**config.mk**
```make
export PLATFORM = sky130hd
export DESIGN_NAME = glitch_step_tally
export DESIGN_NICKNAME = d
export VERILOG_FILES = /design/src/rtl/gst_pkg.sv /design/src/rtl/gst_snap_merge.sv /design/src/rtl/gst_tally.sv /design/src/rtl/glitch_step_tally.sv
export SDC_FILE = /design/constraint.sdc
export NUM_CORES = 1
export LEC_CHECK = 0
export BUFFER_PORTS_ARGS = -buffer_cell sky130_fd_sc_hd__clkbuf_2
export CAP_MARGIN = 5
export CORE_ASPECT_RATIO = 0.5
export CORE_MARGIN = 5
export CORE_UTILIZATION = 45
export CTS_BUF_LIST = sky130_fd_sc_hd__clkbuf_8
export CTS_CLUSTER_DIAMETER = 80
export DETAILED_ROUTE_END_ITERATION = 10
export PLACE_DENSITY = 0.78
export SKIP_CTS_REPAIR_TIMING = 1
export SYNTH_ARGS = -nofsm -noshare
export SYNTH_HDL_FRONTEND = slang
export SYNTH_HIERARCHICAL = 1
export SYNTH_SLANG_ARGS = --single-unit
export TNS_END_PERCENT = 10
```
**constraint.sdc**
```tcl
create_clock -name clk -period 2.7 [get_ports clk]
set_input_delay 0 -clock clk [delete_from_list [all_inputs] [get_ports clk]]
set_output_delay 0 -clock clk [all_outputs]
set_load 0.02 [all_outputs]
```
**src/rtl/gst_pkg.sv**
```systemverilog
package gst_pkg;
  // step class code: {output before step, output after step}
  typedef enum logic [1:0] {
    CLS_STAY0 = 2'b00,
    CLS_RISE  = 2'b01,
    CLS_FALL  = 2'b10,
    CLS_STAY1 = 2'b11
  } step_cls_e;

  localparam int unsigned NUM_CLS = 4;
endpackage

```
**src/rtl/gst_snap_merge.sv**
```systemverilog
module gst_snap_merge #(
  parameter int unsigned N_IN   = 4,
  parameter int unsigned RANK_W = $clog2(N_IN + 1)
) (
  input  logic [N_IN-1:0]        cur,
  input  logic [N_IN-1:0]        tgt,
  input  logic [N_IN*RANK_W-1:0] ranks,
  input  logic [RANK_W-1:0]      step,
  output logic [N_IN-1:0]        merged
);
  localparam logic [RANK_W-1:0] LAST = RANK_W'(N_IN);

  for (genvar j = 0; j < N_IN; j++) begin : g_bit
    logic [RANK_W-1:0] raw_rank;
    logic [RANK_W-1:0] eff_rank;
    assign raw_rank = ranks[j*RANK_W +: RANK_W];
    // out-of-range ranks switch at the final step
    assign eff_rank = (raw_rank == '0 || raw_rank > LAST) ? LAST : raw_rank;
    assign merged[j] = (eff_rank == step) ? tgt[j] : cur[j];
  end
endmodule

```
**src/rtl/gst_tally.sv**
```systemverilog
module gst_tally #(
  parameter int unsigned N_IN  = 4,
  parameter int unsigned CNT_W = $clog2(N_IN + 1)
) (
  input  logic                            clk,
  input  logic                            arst_n,
  input  logic                            clr,
  input  logic                            inc_en,
  input  logic [1:0]                      cls,
  output logic [gst_pkg::NUM_CLS*CNT_W-1:0] cnt_flat
);
  localparam int unsigned NC = gst_pkg::NUM_CLS;

  for (genvar c = 0; c < NC; c++) begin : g_cnt
    logic [CNT_W-1:0] cnt_q, cnt_d;

    always_comb begin
      cnt_d = cnt_q;
      if (clr)
        cnt_d = '0;
      else if (inc_en && cls == 2'(c))
        cnt_d = cnt_q + CNT_W'(1);
    end

    always_ff @(posedge clk or negedge arst_n) begin
      if (!arst_n)
        cnt_q <= '0;
      else if (clr || inc_en)
        cnt_q <= cnt_d;
    end

    assign cnt_flat[c*CNT_W +: CNT_W] = cnt_q;
  end

  logic [CNT_W+1:0] total;
  always_comb begin
    total = '0;
    for (int c = 0; c < NC; c++)
      total = total + (CNT_W+2)'(cnt_flat[c*CNT_W +: CNT_W]);
  end

  // each classified step adds exactly one unit in total
  a_r5_one_unit_per_step: assert property (@(posedge clk) disable iff (!arst_n)
    inc_en && !clr |=> total == $past(total) + (CNT_W+2)'(1));

  // a cleared tally starts from zero
  a_r2_clear_zero: assert property (@(posedge clk) disable iff (!arst_n)
    clr |=> total == '0);
endmodule

```
**src/rtl/glitch_step_tally.sv**
```systemverilog
module glitch_step_tally #(
  parameter int unsigned N_IN   = 4,
  parameter int unsigned RANK_W = $clog2(N_IN + 1),
  parameter int unsigned CNT_W  = $clog2(N_IN + 1),
  parameter int unsigned TT_W   = 1 << N_IN
) (
  input  logic                     clk,
  input  logic                     rst_n,
  input  logic                     start,
  input  logic [TT_W-1:0]          truth_tbl,
  input  logic [N_IN-1:0]          old_in,
  input  logic [N_IN-1:0]          new_in,
  input  logic [N_IN*RANK_W-1:0]   rank_vec,
  output logic                     busy,
  output logic                     step_vld,
  output logic [1:0]               step_cls,
  output logic                     done,
  output logic [CNT_W-1:0]         cnt_00,
  output logic [CNT_W-1:0]         cnt_01,
  output logic [CNT_W-1:0]         cnt_10,
  output logic [CNT_W-1:0]         cnt_11
);
  localparam logic [RANK_W-1:0] LAST = RANK_W'(N_IN);
  localparam int unsigned       NC   = gst_pkg::NUM_CLS;

  // reset: asserted asynchronously, released on a clock edge
  logic [1:0] rsync_q;
  logic       arst_n;
  always_ff @(posedge clk or negedge rst_n) begin
    if (!rst_n) rsync_q <= '0;
    else        rsync_q <= {rsync_q[0], 1'b1};
  end
  assign arst_n = rsync_q[1];

  // state
  logic                   busy_q, busy_d;
  logic [RANK_W-1:0]      idx_q, idx_d;
  logic [N_IN-1:0]        snap_q, snap_d;
  logic [TT_W-1:0]        tt_q, tt_d;
  logic [N_IN-1:0]        new_q, new_d;
  logic [N_IN*RANK_W-1:0] rank_q, rank_d;
  logic                   vld_q, vld_d;
  logic [1:0]             cls_q, cls_d;
  logic                   done_q, done_d;

  logic                   accept;
  logic                   load_en;
  logic [N_IN-1:0]        merged;
  logic [1:0]             cls_now;
  logic [NC*CNT_W-1:0]    cnt_flat;

  gst_snap_merge #(.N_IN(N_IN), .RANK_W(RANK_W)) u_merge (
    .cur    (snap_q),
    .tgt    (new_q),
    .ranks  (rank_q),
    .step   (idx_q),
    .merged (merged)
  );

  assign accept  = start && !busy_q;
  assign load_en = accept || busy_q;
  assign cls_now = {tt_q[snap_q], tt_q[merged]};

  // next state
  always_comb begin
    busy_d = busy_q;
    idx_d  = idx_q;
    snap_d = snap_q;
    tt_d   = tt_q;
    new_d  = new_q;
    rank_d = rank_q;
    cls_d  = cls_q;
    vld_d  = 1'b0;
    done_d = 1'b0;
    if (accept) begin
      busy_d = 1'b1;
      idx_d  = RANK_W'(1);
      snap_d = old_in;
      tt_d   = truth_tbl;
      new_d  = new_in;
      rank_d = rank_vec;
    end else if (busy_q) begin
      snap_d = merged;
      vld_d  = 1'b1;
      cls_d  = cls_now;
      idx_d  = idx_q + RANK_W'(1);
      if (idx_q == LAST) begin
        busy_d = 1'b0;
        done_d = 1'b1;
      end
    end
  end

  // registers
  always_ff @(posedge clk or negedge arst_n) begin
    if (!arst_n) begin
      busy_q <= 1'b0;
      vld_q  <= 1'b0;
      done_q <= 1'b0;
    end else begin
      busy_q <= busy_d;
      vld_q  <= vld_d;
      done_q <= done_d;
    end
  end

  always_ff @(posedge clk or negedge arst_n) begin
    if (!arst_n) begin
      idx_q  <= '0;
      snap_q <= '0;
      tt_q   <= '0;
      new_q  <= '0;
      rank_q <= '0;
      cls_q  <= '0;
    end else if (load_en) begin
      idx_q  <= idx_d;
      snap_q <= snap_d;
      tt_q   <= tt_d;
      new_q  <= new_d;
      rank_q <= rank_d;
      cls_q  <= cls_d;
    end
  end

  gst_tally #(.N_IN(N_IN), .CNT_W(CNT_W)) u_tally (
    .clk      (clk),
    .arst_n   (arst_n),
    .clr      (accept),
    .inc_en   (busy_q),
    .cls      (cls_now),
    .cnt_flat (cnt_flat)
  );

  assign busy     = busy_q;
  assign step_vld = vld_q;
  assign step_cls = cls_q;
  assign done     = done_q;
  assign cnt_00   = cnt_flat[0*CNT_W +: CNT_W];
  assign cnt_01   = cnt_flat[1*CNT_W +: CNT_W];
  assign cnt_10   = cnt_flat[2*CNT_W +: CNT_W];
  assign cnt_11   = cnt_flat[3*CNT_W +: CNT_W];

  // the walk ends on the new input vector
  a_r3_ends_on_new: assert property (@(posedge clk) disable iff (!arst_n)
    done_q |-> snap_q == new_q);

  // counts sum to the step count at the end of a run
  a_r5_sum_at_done: assert property (@(posedge clk) disable iff (!arst_n)
    done_q |-> (CNT_W+2)'(cnt_00) + (CNT_W+2)'(cnt_01) + (CNT_W+2)'(cnt_10)
               + (CNT_W+2)'(cnt_11) == (CNT_W+2)'(N_IN));

  // consecutive steps chain, before of one equals after of the previous
  a_r4_step_chain: assert property (@(posedge clk) disable iff (!arst_n)
    step_vld && $past(step_vld) |-> step_cls[1] == $past(step_cls[0]));

  // done is a single-cycle pulse that coincides with a step report
  a_r8_done_pulse: assert property (@(posedge clk) disable iff (!arst_n)
    done_q |=> !done_q);
  a_r8_done_with_step: assert property (@(posedge clk) disable iff (!arst_n)
    done_q |-> step_vld);

  // latched operands do not move during a run
  a_r9_hold_while_busy: assert property (@(posedge clk) disable iff (!arst_n)
    busy_q |=> $stable(tt_q) && $stable(new_q) && $stable(rank_q));
endmodule

```
* Word-level counts from Yosys, hierarchy flattened
Index checks and enable logic that the tools add are counted.
** Operators by class
- Bitwise operators :: 1
- Reductions and logical operators :: 28
- Add/sub/neg operators :: 5
- Magnitude comparators :: 6
- Equal/unequal tests :: 8
- Mux-type cells :: 32
** Operators with widths (number)
- $mux 3 :: 14
- $add 3x1->3 const B :: 5
- $mux 1 :: 14
- $eq 3x3->1 :: 4
- $gt 3x3->1 const B :: 4
- $logic_not 3->1 :: 4
- $reduce_and 2->1 :: 6
- $lt 4x5->1 const B :: 2
- $reduce_bool 2->1 :: 5
- $bmux 1 s4 :: 2
- $mux 4 :: 2
- $logic_and 1x1->1 :: 5
- $logic_or 1x1->1 :: 5
- $eq 2x2->1 const B :: 2
- $eq 3x3->1 const B :: 1
- $reduce_and 3->1 :: 1
- $eq 2x1->1 const B :: 1
- $logic_not 2->1 :: 1
- $logic_not 1->1 :: 1
- $not 1->1 :: 1
** Word-level totals
- Bits in registers :: 58
- Input port bits :: 39

* Depth between registers and ports, before layout
Gate-level depths: netlist (run 1).
- Depth after elaboration :: 11
- Mapped depth :: 12
- Mapped depth without buffers :: 11

* By module
The synthesis (run 1) kept the hierarchy.
** By module, submodules not included
- glitch_step_tally :: sequential area each 1151.1 um^2, instances 1, cells each 138, area each 2035.7 um^2
- gst_tally :: sequential area each 300.3 um^2, instances 1, cells each 62, area each 710.7 um^2
- gst_snap_merge :: sequential area each 0.0 um^2, instances 1, cells each 43, area each 386.6 um^2

* Least setup slack after synthesis (run 1)
OpenSTA, ideal clock, no wires.
- Path type :: register to register
- Start point :: reg rank_q[1]
- End point :: reg u_tally.g_cnt[0].cnt_q[2]
- Setup time :: 125 ps
- Arrival :: 3424 ps
- Clock period less this slack :: 3549 ps
- Path slack :: -849 ps
- Stages on the path, launching flop included :: 13
- Cells stage by stage :: dfrtp_1 -> or2_2 -> ha_1 -> nand2b_4 -> xnor2_1 -> nor3_2 -> mux2_1 -> buf_6 -> mux4_1 -> mux2_2 -> a22o_1 -> and4bb_1 -> mux2_4
** Between the ends
- Cells in the longest elaborated chain, start to end :: 11
- Elaborated cells between the ends (all ways) :: 12
** RTL lines
- start, declared :: RTL line glitch_step_tally.sv:41 : logic [N_IN*RANK_W-1:0] rank_q, rank_d;
- start signal, assigned :: RTL line glitch_step_tally.sv:120 : rank_q <= rank_d;
- $gt 3x3->1 or $logic_not 3->1 (tied branches) :: RTL line gst_snap_merge.sv:18 : assign eff_rank = (raw_rank == '0 || raw_rank > LAST) ? LAST : raw_rank;
- $logic_or 1x1->1 :: RTL line gst_snap_merge.sv:18
- $mux 3 * :: RTL line gst_snap_merge.sv:18
- $eq 3x3->1 * :: RTL line gst_snap_merge.sv:19 : assign merged[j] = (eff_rank == step) ? tgt[j] : cur[j];
- $mux 1 * :: RTL line gst_snap_merge.sv:19
- named net merged[0] :: RTL line glitch_step_tally.sv:48 : logic [N_IN-1:0] merged;
- $bmux 1 s4 * :: RTL line glitch_step_tally.sv:62 : assign cls_now = {tt_q[snap_q], tt_q[merged]};
- $mux 1 (not written as such) * :: RTL line glitch_step_tally.sv:62
- named net cls_now[0] :: RTL line glitch_step_tally.sv:49 : logic [1:0] cls_now;
- $logic_not 2->1 * :: RTL line gst_tally.sv:21 : else if (inc_en && cls == 2'(c))
- $logic_and 1x1->1 * :: RTL line gst_tally.sv:21
- $reduce_bool 2->1 (no line) *
- $reduce_and 2->1 (no line) *
- end signal, assigned :: RTL line gst_tally.sv:29 : cnt_q <= cnt_d;
- end, declared :: RTL line gst_tally.sv:15 : logic [CNT_W-1:0] cnt_q, cnt_d;
The timed path passes the listed nets; every way through them passes the cells marked *. The select of a mux whose other input is x is not followed.
A chain may end at the register's enable or synchronous reset.

* Final worst setup path (run 1)
- Start point :: reg rank_q[3]
- End point :: reg u_tally.g_cnt[0].cnt_q[2]
Same word-level chain as after synthesis.

==> reports/summary.txt, run 1 <==
================================================================================
Result of the run                                                   finished with violations
Failing checks                                                      negative hold slack, negative setup slack
Number of stages on the worst setup path                                      11
Cells on Worst Hold Path                                                       3
Required time worst endpoint                                             2930 ps
Vias after detailed routing                                                 2289
Final setup margin                                                       -793 ps
Synth top area cells                                                dfrtp_1 (46%), mux2_2 (13%), mux2i_1 (4.5%), ha_1 (4.0%), xnor2_1 (3.4%)
Largest net degree at the start of global routing                             57
Leading cell type by number of instances after synthesis                 dfrtp_1
Setup repair after global routing missed its margin                          yes
Total count of hold-check failures in the final report                         3
Largest area contributor in the synthesized netlist                      dfrtp_1
Static leakage power                                                     1.98 nW
Share of synthesized area occupied by flip-flops and latches               46.3%
Post-route insts no fill                                                     447
Total overflow reported by the global router                                   0
Number of buffers and inverters on the critical path                           0
Reported max-cap violation count                                               0
DP HPWL                                                                  5070 um
CP Launch Point                                                     rank_q[3]$_DFFE_PN0P_
Die X                                                                     128 um
Finished Cell Area                                                      4220 um2
Crit Reg-Reg Endpoint                                               u_tally/g_cnt[0].cnt_q[2]$_DFFE_PN0P_
Initial Util                                                               46.6%
Critical path start-end classification                              flop to flop
Total of warnings raised by yosys                                              6
Distinct cell type count of the synthesized netlist                           39
Routed length per placed instance                                        16.5 um
Overall power consumption                                                5.98 mW
Top cell types by occurrence after synthesis                        dfrtp_1 (58), mux2_2 (36), mux2i_1 (14)
Capture point of the critical path                                  u_tally/g_cnt[0].cnt_q[2]$_DFFE_PN0P_
Post-synthesis to final-layout area growth                                 34.6%
Setup crit start kind                                                       flop
Worst-case clock skew                                                    9.85 ps
EDFF count, synth                                                              0
Crit path max-delay cell type                                             mux2_1
Synthesized netlist cell count                                               243
Data arrival time of the worst path                                      3720 ps
DP Cell Count                                                                395
Share of cells above drive strength 1                                      44.5%
CTS tree                                                                     yes
CP cell instances                                                   or2_2 > ha_1 > nand2b_1 > xnor2_1 > nor3_2 > mux2_1 > mux4_2 > mux2_4 > a22o_4 > and4bb_1 > mux2_4
Remaining DRCs                                                                 0
First-pass GRT wire length                                              11200 um
Worst slack on hold paths                                               -27.9 ps
Worst Setup End Kind                                                        flop
Final setup violation count                                                   13
Top-area cell type share of the netlist area                               46.3%
Post-synthesis average cell area                                        12.9 um2
Post-route fraction of the period consumed by the critical path             129%
Worst Tran Pin Value                                                      701 ps
Number of buffers inserted during clock tree synthesis                         9
Total of flip-flops plus latches after synthesis                              58
Count of nets after finishing                                                399
Full die area                                                           8830 um2
Achievable frequency                                                   0.286 GHz
Largest driver fanout on the critical path                                     9
Worst-case reg-to-reg path depth                                              11
Worst R2R Start                                                     rank_q[3]$_DFFE_PN0P_
Number of sinks handled by clock tree synthesis                               58
Net Count, Synth                                                             292
Placer Congestion                                                          0.880
Max_slew headroom                                                          53.3%
Post-synth top flop                                                      dfrtp_1
Final critical-path required period                                      3490 ps
Count of antenna diodes in the layout                                          0
Fill cells                                                                   540
FF-to-FF setup slack                                                     -790 ps
Final WL                                                                 7370 um
Vias per std cell                                                           5.12
First drt pass iteration count                                                 4
Placement-stage cell area                                               3620 um2
Cell area after synthesis                                               3130 um2
Port Buffer Count                                                             55
Via count of the first global-routing pass                                  2339
Top-level port count                                                          56
Largest voltage drop on the vdd net                                     0.546 mV
Detailed Route Iter0 Violations                                              145
Clk Latency, worst-skew pair                                              340 ps
Cell at the root of the clock tree                                      clkbuf_8
Max Root-Sink Buffers                                                          2
Cell with the most instances on the worst path                            mux2_4
Fraction of registers with async set or reset after synthesis               100%
Max-slew violation total from the final report                                 0
Die height                                                                 69 um
Critical path's largest stage delay                                       420 ps
Total number of placement rows                                                21
Number of antenna violations at the first check in global routing              0
Clock slew at reported path FFs                                            70 ps
Total power divided by cell area                                     1420 nW/um2
Level count of the clock H-tree                                                3
Standard cell core area                                                 6730 um2
Cell family with most CP delay                                      multiplexers
Number of nets with antenna violations after detailed routing                  0
Class of the worst hold path                                        input pin to flop
Tot GR Track Use                                                           16.3%
================================================================================
==> metal layers <==
| layer | part of all wire [%] | vias to the layer above | GRT usage [%] |
|---|---|---|---|
| met5 | 0 | - | 0 |
| met4 | 2.2 | 0 | 6.00 |
| met3 | 7.6 | 18 | 6.87 |
| met2 | 51 | 81 | 26.6 |
| met1 | 40 | 1122 | 19.1 |
| li1 | - | 1068 | - |
==> worst min path at each step <==
stage	start	end
after CTS	rst_n	rsync_q[1]$_DFF_PN0_
final	old_in[0]	snap_q[0]$_DFFE_PN0P_
after global placement	rst_n	rsync_q[0]$_DFF_PN0_
after global routing	old_in[2]	snap_q[2]$_DFFE_PN0P_
after floorplan	rst_n	rsync_q[0]$_DFF_PN0_
after detailed placement	rst_n	rsync_q[0]$_DFF_PN0_
==> per-stage QoR <==
| stage | setup slack (ps) | setup TNS, ps | utilization (%) |
|---|---|---|---|
| 6_report | -793 | -9170 | 62.7 |
| 5_1_grt | -866 | -10190 | 62.7 |
| 4_1_cts | -723 | -7950 | 57.1 |
| 3_5_place_dp | -709 | -7760 | 53.9 |
| 3_3_place_gp | -613 | -6660 | 53.9 |
| 2_1_floorplan | -679 | -7170 | - |
==> layout make-up <==
| type | instances | area (um2) | share of cell area, % |
|---|---|---|---|
| Clock buffer | 10 | 138 | 3.26 |
| Clock inverter | 6 | 81.3 | 1.93 |
| Inverter | 6 | 22.5 | 0.534 |
| Multi-Input combinational cell | 164 | 1610 | 38.2 |
| Sequential cell | 58 | 1450 | 34.4 |
| Tap cell | 92 | 115 | 2.73 |
| Timing Repair Buffer | 111 | 796 | 18.9 |
==> registers in the layout, summed over array words and instances, names as in the netlist <==
signal and cells:
rank_q 12, step_cls 2, snap_q 4, step_vld 1, busy 1, u_tally/g_cnt.cnt_q 12
new_q 4, idx_q 3, done 1, rsync_q 2, tt_q 16
==> logic make-up after synthesis <==
logic type | synth area share, %
multiplexers | 26.2
AND/OR/NAND/NOR | 12.8
flip-flops | 46.3
buffers and inverters | 3.99
AO/OA/AOI/OAI | 2.96
XOR/XNOR | 3.63
adder cells (fa/ha/maj) | 3.99
other | 0.120
==> cell usage in the layout (no fill, tap or decap), types with 5 or more instances in the layout <==
cell type	count
nor2b_1	9
nor2_1	11
buf_4	20
mux2_2	33
mux4_2	5
ha_1	9
mux2_4	9
nand2b_1	12
dfrtp_1	57
xnor2_1	12
clkbuf_8	10
dlygate4sd3_1	35
clkbuf_2	55
inv_1	7
mux2i_1	14
==> worst reg2reg max path: stages, from the launching register on <==
cell,delay [ps]
dfrtp_1,390
or2_2,300
ha_1,260
nand2b_1,150
xnor2_1,140
nor3_2,240
mux2_1,420
mux4_2,330
mux2_4,290
a22o_4,290
and4bb_1,280
mux2_4,300
==> where the power goes <==
| part | switching [mW] | total, mW | internal [mW] |
|---|---|---|---|
| Sequential | 0.382 | 1.68 | 1.30 |
| Clock | 0.344 | 0.882 | 0.538 |
| Combinational | 1.48 | 3.42 | 1.94 |
No activity file was read; power rests on OpenSTA's default activity.
==> inputs of run 2 (changes only) <==
==> constraint.sdc (replaced) <==
create_clock -name clk -period 3.6 [get_ports clk]
set_input_delay 0 -clock clk [delete_from_list [all_inputs] [get_ports clk]]
set_output_delay 0 -clock clk [all_outputs]
set_load 0.02 [all_outputs]
==> run 2 against run 1 <==
  * The run ends with negative hold slack left
  * Utilization fell by 2.3 points
  * Cell count fell by 2.5%
  * Critical path type unchanged
  * Highest routed layer unchanged
  * Flip-flop and latch count did not move
  * Clock-buffer cell count did not move
  * Sequential power fell by 23%
  * Clock power fell by 41%
==> reports/summary.txt, run 2 (synthesized netlist as in run 1, its figures left out) <==
================================================================================
Post-route fraction of the period consumed by the critical path            99.5%   -30 points
CP cell instances                                                   or2_2 > ha_1 > nand2b_1 > xnor2_1 > nor3_2 > mux2_1 > mux4_2 > mux2_4 > a22o_4 > and3b_2 > mux2_4
Biggest regs                                                        tt_q: 16 flops, rank_q: 12 flops, u_tally/g_cnt.cnt_q: 12 flops
Number of nets with antenna violations after detailed routing                  0   unchanged
Vias after detailed routing                                                 2220   -3.0%
Top library cells by usage in the layout, fill and taps aside       dfrtp_1 (57), clkbuf_2 (55), mux2_2 (35), dlygate4sd3_1 (35), mux2i_1 (14)
Result of the run                                                   finished with violations
Setup crit start kind                                                       flop
Max reg flops                                                                 16   unchanged
Final WL                                                                 6910 um   -6.3%
First-pass GRT wire length                                              10400 um   -7.6%
Number of antenna violations at the first check in global routing              0   unchanged
DP HPWL                                                                  4540 um   -10%
Initial Util                                                               46.6%   unchanged
Placement-stage cell area                                               3490 um2   -3.7%
Number of buffers inserted during clock tree synthesis                         9   unchanged
Remaining DRCs                                                                 0   unchanged
Largest net degree at the start of global routing                             57   unchanged
Cell at the root of the clock tree                                      clkbuf_8
Largest driver fanout on the critical path                                     6   -3
Fill cells                                                                   553   +2.4%
Crit path max-delay cell type                                             mux2_1
Total count of hold-check failures in the final report                         2   -1
Port Buffer Count                                                             55   unchanged
Most flops, register                                                        tt_q
Failing checks                                                      negative hold slack
Tot GR Track Use                                                           14.7%   -1.6 points
Leading cell type in the layout, fill and taps excluded                  dfrtp_1
GRT met1 Usage                                                             19.2%   +0.098 points
Full die area                                                           8830 um2   unchanged
Max_slew headroom                                                          36.4%   -17 points
Placer Congestion                                                          0.804   -8.6%
Cell with the most instances on the worst path                            mux2_4
Routed length per placed instance                                        15.8 um   -3.9%
Largest voltage drop on the vdd net                                     0.391 mV   -28%
Post-synthesis to final-layout area growth                                 29.7%
Reported max-cap violation count                                               0   unchanged
Met2 track demand over resource                                            22.5%   -4.1 points
Achievable frequency                                                   0.279 GHz   -2.5%
Critical path's largest stage delay                                       430 ps   about the same
Vias per std cell                                                           5.09   -0.57%
First drt pass iteration count                                                 4   unchanged
Max-slew violation total from the final report                                 0   unchanged
FF-to-FF setup slack                                                       20 ps   +810 ps
Final critical-path required period                                      3580 ps   +87.8 ps
Data arrival time of the worst path                                      3810 ps   +90 ps
Die X                                                                     128 um   unchanged
Final core utilization                                                     60.4%   -2.3 points
Clk Latency, worst-skew pair                                              340 ps   about the same
Count of nets after finishing                                                388   -2.8%
Clock slew at reported path FFs                                            70 ps   about the same
Standard cell core area                                                 6730 um2   unchanged
CTS tree                                                                     yes
Number of sinks handled by clock tree synthesis                               58   unchanged
Detailed Route Iter0 Violations                                              135   -6.9%
Worst slack on hold paths                                               -12.3 ps   +15.6 ps
Global routing usage on met3                                               5.02%   -1.9 points
Die height                                                                 69 um   unchanged
Worst Tran Pin Value                                                      954 ps   +253 ps
Critical path start-end classification                              flop to flop
Busiest grt layer                                                           met2
Static leakage power                                                     1.89 nW   -4.7%
Total overflow reported by the global router                                   0   unchanged
Level count of the clock H-tree                                                3   unchanged
Overall power consumption                                                4.18 mW   -30%
Required time worst endpoint                                             3830 ps   +900 ps
Worst-case reg-to-reg path depth                                              11   unchanged
Share of cells above drive strength 1                                      42.4%   -2.1 points
Via count of the first global-routing pass                                  2148   -8.2%
Final setup violation count                                                    0   -13
Count of antenna diodes in the layout                                          0   unchanged
Total power divided by cell area                                     1030 nW/um2   -27%
Worst-case clock skew                                                    11.3 ps   +1.44 ps
Finished Cell Area                                                      4060 um2   -3.6%
Top-level port count                                                          56   unchanged
Class of the worst hold path                                        input pin to flop
Total number of placement rows                                                21   unchanged
Worst Setup End Kind                                                        flop
Max Root-Sink Buffers                                                          2   unchanged
Cells on Worst Hold Path                                                       3   unchanged
================================================================================
run 2: path summary, 6_finish.rpt:
check / startpoint / end
worst min-delay path: old_in[2] / snap_q[2]$_DFFE_PN0P_
worst max-delay path: rank_q[3]$_DFFE_PN0P_ / u_tally/g_cnt[2].cnt_q[0]$_DFFE_PN0P_
worst max register to register: rank_q[3]$_DFFE_PN0P_ / u_tally/g_cnt[2].cnt_q[0]$_DFFE_PN0P_
max in group asynchronous: rsync_q[1]$_DFF_PN0_ / step_vld$_DFF_PN0_
min in group asynchronous: rsync_q[1]$_DFF_PN0_ / rank_q[8]$_DFFE_PN0P_
worst min register to register: rsync_q[1]$_DFF_PN0_ / rank_q[8]$_DFFE_PN0P_
run 2: final cells by class:
class	count	area, um2	share of cell area [%]
inverters	6	22.5	0.554
clock inverters	6	33.8	0.831
flip-flops and latches	58	1450	35.7
multi-input cells	165	1610	39.6
repair buffers	99	693	17.1
clock buffers	10	138	3.39
well taps	92	115	2.83
run 2: metrics by stage:
stage	setup slack (ps)	instances	hold WS, ps	setup TNS (ps)
finish	18.8	436	-12.3	0
global route	-51.1	436	19.4	-175
CTS	-115	399	-598	-467
detailed placement	-105	383	-214	-367
global placement	-13.2	383	-214	-13.2
floorplan	50.8	243	-296	0
run 2: power breakdown:
part	internal, mW	switching, mW
Combinational	1.33	1.04
Sequential	0.973	0.318
Clock	0.262	0.259
run 2: layer usage:
layer,up-vias,part of all wire (%)
li1,1038,-
met1,1112,45
met2,59,49
met3,11,4.6
met4,0,1.2
met5,-,0
run 2: critical path, delay by kind of cell, from the launching register on:
kind | cells | cell delay, ps
XOR/XNOR | 1 | 140
multiplexers | 4 | 1360
flip-flops | 1 | 410
AND/OR/NAND/NOR | 4 | 980
adder cells (fa/ha/maj) | 1 | 300
AO/OA/AOI/OAI | 1 | 280
